### src/rtl/ftd_pkg.sv
package ftd_pkg;

    typedef enum logic [1:0] {
        ST_IDLE   = 2'd0,
        ST_RUN    = 2'd1,
        ST_FINISH = 2'd2
    } seq_state_e;

endpackage

### src/rtl/ftd_cfg_reg.sv
module ftd_cfg_reg #(
    parameter int unsigned DIV_W  = 8,
    parameter int unsigned DIV_LO = 39,
    parameter int unsigned DIV_HI = 52
) (
    input  logic             clk,
    input  logic             rst_n,
    input  logic             wr,
    input  logic [DIV_W-1:0] wdata,
    output logic             cfg_valid,
    output logic [DIV_W-1:0] div_value
);

    logic in_range;

    // only values giving an allowed divided rate are taken
    assign in_range = (32'(wdata) >= DIV_LO) && (32'(wdata) <= DIV_HI);

    // write-once until reset
    always_ff @(posedge clk or negedge rst_n) begin
        if (!rst_n) begin
            cfg_valid <= 1'b0;
            div_value <= '0;
        end else if (wr && !cfg_valid && in_range) begin
            cfg_valid <= 1'b1;
            div_value <= wdata;
        end
    end

endmodule

### src/rtl/ftd_tick_div.sv
module ftd_tick_div #(
    parameter int unsigned DIV_W = 8
) (
    input  logic             clk,
    input  logic             rst_n,
    input  logic             enable,
    input  logic [DIV_W-1:0] div_value,
    output logic             tick
);

    logic [DIV_W-1:0] phase;
    logic             wrap;

    assign wrap = (phase == div_value);

    always_ff @(posedge clk or negedge rst_n) begin
        if (!rst_n) begin
            phase <= '0;
        end else if (!enable || wrap) begin
            phase <= '0;
        end else begin
            phase <= phase + 1'b1;
        end
    end

    assign tick = enable && wrap;

endmodule

### src/rtl/ftd_cmd_fsm.sv
module ftd_cmd_fsm
    import ftd_pkg::*;
#(
    parameter int unsigned CNT_W = 8
) (
    input  logic             clk,
    input  logic             rst_n,
    input  logic             cfg_valid,
    input  logic             tick,
    input  logic             cmd_start,
    input  logic [CNT_W-1:0] cmd_pulses,
    output logic             busy,
    output logic             done,
    output logic             reject
);

    seq_state_e       state, state_nx;
    logic [CNT_W-1:0] target;
    logic [CNT_W-1:0] seen;
    logic             refuse;
    logic             accept;
    logic             last_tick;

    assign refuse    = cmd_start && (!cfg_valid || (state == ST_RUN) || (cmd_pulses == '0));
    assign accept    = cmd_start && !refuse;
    assign last_tick = tick && (seen == target - 1'b1);

    always_comb begin
        state_nx = state;
        unique case (state)
            ST_IDLE:   if (accept) state_nx = ST_RUN;
            ST_RUN:    if (last_tick) state_nx = ST_FINISH;
            ST_FINISH: state_nx = accept ? ST_RUN : ST_IDLE;
            default:   state_nx = ST_IDLE;
        endcase
    end

    // state register; reset aborts any operation
    always_ff @(posedge clk or negedge rst_n) begin
        if (!rst_n) begin
            state <= ST_IDLE;
        end else begin
            state <= state_nx;
        end
    end

    always_ff @(posedge clk or negedge rst_n) begin
        if (!rst_n) begin
            target <= '0;
            seen   <= '0;
        end else if (accept) begin
            target <= cmd_pulses;
            seen   <= '0;
        end else if ((state == ST_RUN) && tick) begin
            seen <= seen + 1'b1;
        end
    end

    // registered one-cycle refusal
    always_ff @(posedge clk or negedge rst_n) begin
        if (!rst_n) begin
            reject <= 1'b0;
        end else begin
            reject <= refuse;
        end
    end

    always_comb begin
        busy = 1'b0;
        done = 1'b0;
        unique case (state)
            ST_RUN:    busy = 1'b1;
            ST_FINISH: done = 1'b1;
            default:   ;
        endcase
    end

endmodule

### src/rtl/flash_tick_sequencer.sv
module flash_tick_sequencer #(
    parameter int unsigned BUS_HZ  = 8_000_000,
    parameter int unsigned FMIN_HZ = 150_000,
    parameter int unsigned FMAX_HZ = 200_000,
    parameter int unsigned DIV_W   = 8,
    parameter int unsigned CNT_W   = 8
) (
    input  logic             clk,
    input  logic             rst_n,
    input  logic             div_wr,
    input  logic [DIV_W-1:0] div_wdata,
    input  logic             cmd_start,
    input  logic [CNT_W-1:0] cmd_pulses,
    output logic             busy,
    output logic             done,
    output logic             reject,
    output logic             tick
);

    localparam int unsigned DIV_LO = (BUS_HZ + FMAX_HZ - 1) / FMAX_HZ - 1;
    localparam int unsigned DIV_HI = BUS_HZ / FMIN_HZ - 1;

    logic             cfg_valid;
    logic [DIV_W-1:0] div_value;

    ftd_cfg_reg #(
        .DIV_W (DIV_W),
        .DIV_LO(DIV_LO),
        .DIV_HI(DIV_HI)
    ) u_cfg (
        .clk      (clk),
        .rst_n    (rst_n),
        .wr       (div_wr),
        .wdata    (div_wdata),
        .cfg_valid(cfg_valid),
        .div_value(div_value)
    );

    ftd_tick_div #(
        .DIV_W(DIV_W)
    ) u_div (
        .clk      (clk),
        .rst_n    (rst_n),
        .enable   (cfg_valid),
        .div_value(div_value),
        .tick     (tick)
    );

    ftd_cmd_fsm #(
        .CNT_W(CNT_W)
    ) u_fsm (
        .clk       (clk),
        .rst_n     (rst_n),
        .cfg_valid (cfg_valid),
        .tick      (tick),
        .cmd_start (cmd_start),
        .cmd_pulses(cmd_pulses),
        .busy      (busy),
        .done      (done),
        .reject    (reject)
    );

endmodule

### config.mk
export PLATFORM = sky130hd
export DESIGN_NAME = flash_tick_sequencer
export DESIGN_NICKNAME = d
export VERILOG_FILES = /design/src/rtl/ftd_pkg.sv /design/src/rtl/ftd_cfg_reg.sv /design/src/rtl/ftd_tick_div.sv /design/src/rtl/ftd_cmd_fsm.sv /design/src/rtl/flash_tick_sequencer.sv
export SDC_FILE = /design/constraint.sdc
export NUM_CORES = 1
export LEC_CHECK = 0
export BUFFER_PORTS_ARGS = -buffer_cell sky130_fd_sc_hd__clkbuf_2
export CORE_MARGIN = 8
export CORE_UTILIZATION = 35
export CTS_CLUSTER_SIZE = 30
export DETAILED_ROUTE_END_ITERATION = 12
export PLACE_DENSITY = 0.64
export SYNTH_ARGS = -nofsm -noshare
export SYNTH_HDL_FRONTEND = slang
export SYNTH_SLANG_ARGS = --single-unit
### constraint.sdc
create_clock -name clk -period 2.5 [get_ports clk]
set_input_delay 0.25 -clock clk [delete_from_list [all_inputs] [get_ports clk]]
set_output_delay 0.25 -clock clk [all_outputs]
set_load 0.01 [all_outputs]
==> metrics.log <==
[metrics] Total Routed Length: 3.88 mm
[metrics] number of failing setup endpoints in the final timing report: 0
[metrics] post-route clock skew: 0.0113 ns
[metrics] quantity of hold-fixing buffers added after cts: 0
[metrics] Starting Density: 0.354
[metrics] yosys synthesis warning count: 0
[metrics] ratio of routed vias to standard cells: ~5
[metrics] remaining antenna violation count: 0
[metrics] area fraction of the dominant cell type after synthesis: 0.470
[metrics] post-synthesis mux area share: 0.0398
[metrics] transition at the pin with the smallest max-transition slack: between 0.8 and 0.9 ns
[metrics] CTS sink cnt: 36
[metrics] outcome: completed
[metrics] RSZ-0062 raised after global routing: no
[metrics] FFs w/ async S/R, synth: 1.00
[metrics] number of distinct library cells after synthesis: 38
[metrics] clock tree from TritonCTS: done
[metrics] share of total power in combinational logic: 0.272
[metrics] Pleak: 0.00102 µW
[metrics] start point of the critical path: u_div.phase[3]
[metrics] antenna diode instance count: 0
[metrics] PwrDens: 812 mW/mm²
[metrics] type of destination of the critical path: flop
[metrics] cell area after technology mapping: 0.00192 mm²
[metrics] core box area: 0.00541 mm²
[metrics] area of combinational cells with multiple inputs: 961 µm²
[metrics] data required time at the worst endpoint: 2.72 ns
[metrics] total clock buffers created by CTS: 5
[metrics] clock network fraction of design power: 0.240
[metrics] I/O Pins: 24
[metrics] Worst Setup Path Type: reg2reg
[metrics] terminus of the critical flop-to-flop path: u_fsm.seen[7]
[metrics] violation count after the first detailed-route iteration: 53
[metrics] most numerous cell in the Yosys netlist: sky130_fd_sc_hd__dfrtp_1
[metrics] count of buffers from port buffering: 23
[metrics] number of global-route vias before repair: 1536
[metrics] Total Die Area: 0.00810 mm²
[metrics] main combinational cell family by area after synthesis: simple AND/OR/NAND/NOR gates
[metrics] row cnt: 27
[metrics] shortest period the worst path allows: 2.10 ns
[metrics] syn_nets: 219
[metrics] 1st-pass router iterations: 4
[metrics] antenna violations before repair: 0
[metrics] clock insertion delay at the later pin of the skew report: roughly 0.29 ns
[metrics] clock root cell: sky130_fd_sc_hd__clkbuf_8
[metrics] via count of the routed design: 1459
[metrics] filler cell count: 555
[metrics] area of all sequential standard cells: 901 µm²
[metrics] final hold violation count: 0
[metrics] synthesized-area fraction occupied by adder cells: 0.0196
[metrics] Post-layout nets: 244
[metrics] count of flip-flops with a built-in enable after synthesis: 0
[metrics] period utilisation layout: 0.841
[metrics] register share of total power: 0.488
[metrics] global-route total usage across every layer: 0.101
[metrics] number of violations of the max-capacitance limit: 0
[metrics] maximum fanout along the worst path: 11
[metrics] number of H-tree levels: 2
[metrics] Longest Clk Path Bufs: 2
[metrics] number of remaining DRC errors: 0
[metrics] total congestion overflow after global routing: 0
[metrics] DIE HEIGHT: 90.0 µm
[metrics] die span in x: between 80 and 90 µm
[metrics] max-slew violation count: 0
[metrics] number of standard cells after synthesis: slightly below 200
[metrics] wire length per cell after detailed routing: approximately 13 µm
[metrics] Final GP Congestion: a little under 0.8
[metrics] top cells by instance count after synthesis: sky130_fd_sc_hd__dfrtp_1 (36), sky130_fd_sc_hd__nand2_1 (30), sky130_fd_sc_hd__xor2_1 (16), sky130_fd_sc_hd__nor2_1 (13), sky130_fd_sc_hd__nand3_1 (10)
[metrics] type of the most critical hold path: in2async
[metrics] post-synthesis sequential area ratio: 0.470
[metrics] Arr. time, crit path: 2.32 ns
[metrics] slew margin rel.: 0.411
[metrics] Sw Pwr: 617 µW
[metrics] Critical Path Start Type: flop
[metrics] Top FF cell, synth: sky130_fd_sc_hd__dfrtp_1
[metrics] layout-stage area growth over the synthesis result: 14.2%
[metrics] global-route wire length before repair: 6.85 mm
[metrics] largest net degree at the start of global routing: 37
[metrics] Worst Slack Setup Final: 0.397 ns
[metrics] dominant cells by area after synthesis: sky130_fd_sc_hd__dfrtp_1 (47%), sky130_fd_sc_hd__xor2_1 (7.3%), sky130_fd_sc_hd__nand2_1 (5.9%), sky130_fd_sc_hd__xnor2_1 (4.1%), sky130_fd_sc_hd__mux2_2 (2.9%)
[metrics] Post-CTS Setup Repair Bufs: 0
[metrics] final setup TNS: 0 ns
[metrics] fraction of the mapped netlist area in simple logic gates: 0.253
[metrics] clock-pin slew on the worst setup and hold paths: 0.08 ns
[metrics] beginning of the worst register-to-register path: u_div.phase[3]
[metrics] internal power: 1160 µW
[metrics] Compound-Gate Fraction of Synth Area: 0.0751
[metrics] Peak VDD IR: 0.000332 V
[metrics] DP HPWL: 2.95 mm
[metrics] reg-to-reg slack, setup: 0.40 ns
[metrics] library cell occupying the most area in the post-synthesis netlist: sky130_fd_sc_hd__dfrtp_1
[metrics] worst setup timing slack at the placement stage: 0.415 ns
[metrics] R2R depth: 5
[metrics] number of register bits inferred by synthesis: 36
[metrics] Max Freq: 475 MHz
[metrics] Switching Fraction: 0.347
[metrics] parity-gate share of the synthesized area counting xor and xnor cells: 0.114
[metrics] share of final-layout standard cells stronger than drive strength 1: 0.189
[metrics] synthesized area per cell: roughly 9.8 µm²
[metrics] Resized Gates After CTS: 0
metal layers:
metal | up-vias | track usage | share of wire
met3 | 7 | 0.0283 | 0.034
met5 | - | 0 | 0
met4 | 0 | 0.0416 | 0.013
met1 | 700 | 0.120 | 0.46
li1 | 728 | - | -
met2 | 24 | 0.167 | 0.49
sequential cells by signal, summed over array words and instances, names as in the netlist:
| name | flops |
|---|---|
| u_cfg.cfg_valid | 1 |
| u_cfg.div_value | 8 |
| u_div.phase | 8 |
| u_fsm.reject | 1 |
| u_fsm.seen | 8 |
| u_fsm.state | 2 |
| u_fsm.target | 8 |
cell type report:
type                    instances  area share
multi-input cells             148       0.439
flip-flops and latches         36       0.412
repair buffers                 24      0.0561
clock buffers                   8      0.0412
well taps                      72      0.0412
inverters                       6      0.0103
worst max-delay path, cell delays in order, from the launching register on:
cell                      delay, ns
sky130_fd_sc_hd__dfrtp_1       0.42
sky130_fd_sc_hd__xor2_1        0.20
sky130_fd_sc_hd__nor4_4        0.39
sky130_fd_sc_hd__nand4_2       0.32
sky130_fd_sc_hd__or4_1         0.56
sky130_fd_sc_hd__a21oi_1       0.15
through the flow:
step	utilization	hold slack (ns)	instance area (µm²)	power [µW]	instances
final	0.405	0.0780	2190	1780	294
after global routing	0.405	0.155	2190	1900	294
after CTS	0.405	0.116	2190	1800	294
after detailed placement	0.388	0.427	2100	1360	286
after global placement	0.388	0.432	2100	1360	286
after floorplan	-	-0.0456	1920	1230	196
power by group through the flow:
stage          Clock (µW)  Combinational (µW)  Sequential [µW]
2_1_floorplan           0                 417              815
3_3_place_gp            0                 480              876
3_5_place_dp            0                 488              877
4_1_cts               443                 489              866
5_1_grt               461                 547              889
6_report              426                 483              867
worst max-delay path by stage:
stage,end,cells after the start
global route,u_fsm.seen[7],5
finish,u_fsm.seen[7],5
detailed placement,u_fsm.seen[7],5
CTS,u_fsm.seen[7],5
floorplan,u_fsm.seen[5],6
global placement,u_fsm.seen[7],5
placed cells by master (no fill, tap or decap), types with 2 or more instances in the layout:
cell type                   n
sky130_fd_sc_hd__nor4b_1    2
sky130_fd_sc_hd__dfrtp_1   36
sky130_fd_sc_hd__and3_2     2
sky130_fd_sc_hd__inv_1      6
sky130_fd_sc_hd__or2_2      2
sky130_fd_sc_hd__mux2_2     5
sky130_fd_sc_hd__nor2b_1    5
sky130_fd_sc_hd__clkbuf_1   2
sky130_fd_sc_hd__nor2_1    13
sky130_fd_sc_hd__xor2_1    16
sky130_fd_sc_hd__ha_1       3
sky130_fd_sc_hd__nand2_1   30
sky130_fd_sc_hd__xnor2_1    9
sky130_fd_sc_hd__clkbuf_8   6
sky130_fd_sc_hd__nand3b_1   2
sky130_fd_sc_hd__a21oi_1    4
sky130_fd_sc_hd__or3_1      2
sky130_fd_sc_hd__or4_1      2
sky130_fd_sc_hd__nand2b_1   2
sky130_fd_sc_hd__nor3_1     3
sky130_fd_sc_hd__and3_1     4
sky130_fd_sc_hd__nor4_1     3
sky130_fd_sc_hd__a31oi_1    4
sky130_fd_sc_hd__a41oi_1    2
sky130_fd_sc_hd__nand3_1   10
sky130_fd_sc_hd__nor4_4     2
sky130_fd_sc_hd__o21ai_0    9
sky130_fd_sc_hd__clkbuf_2  23
sky130_fd_sc_hd__mux2i_1    2
sky130_fd_sc_hd__nand4_1    2
sky130_fd_sc_hd__o31ai_1    2
kinds of logic after synthesis:
kind of cell    Yosys count
mux                       7
fa+ha+maj                 3
simple gates             89
xor+xnor                 25
compound gates           24
buf+inv                  12
flops                    36
Power figures use the tool's default switching activity.
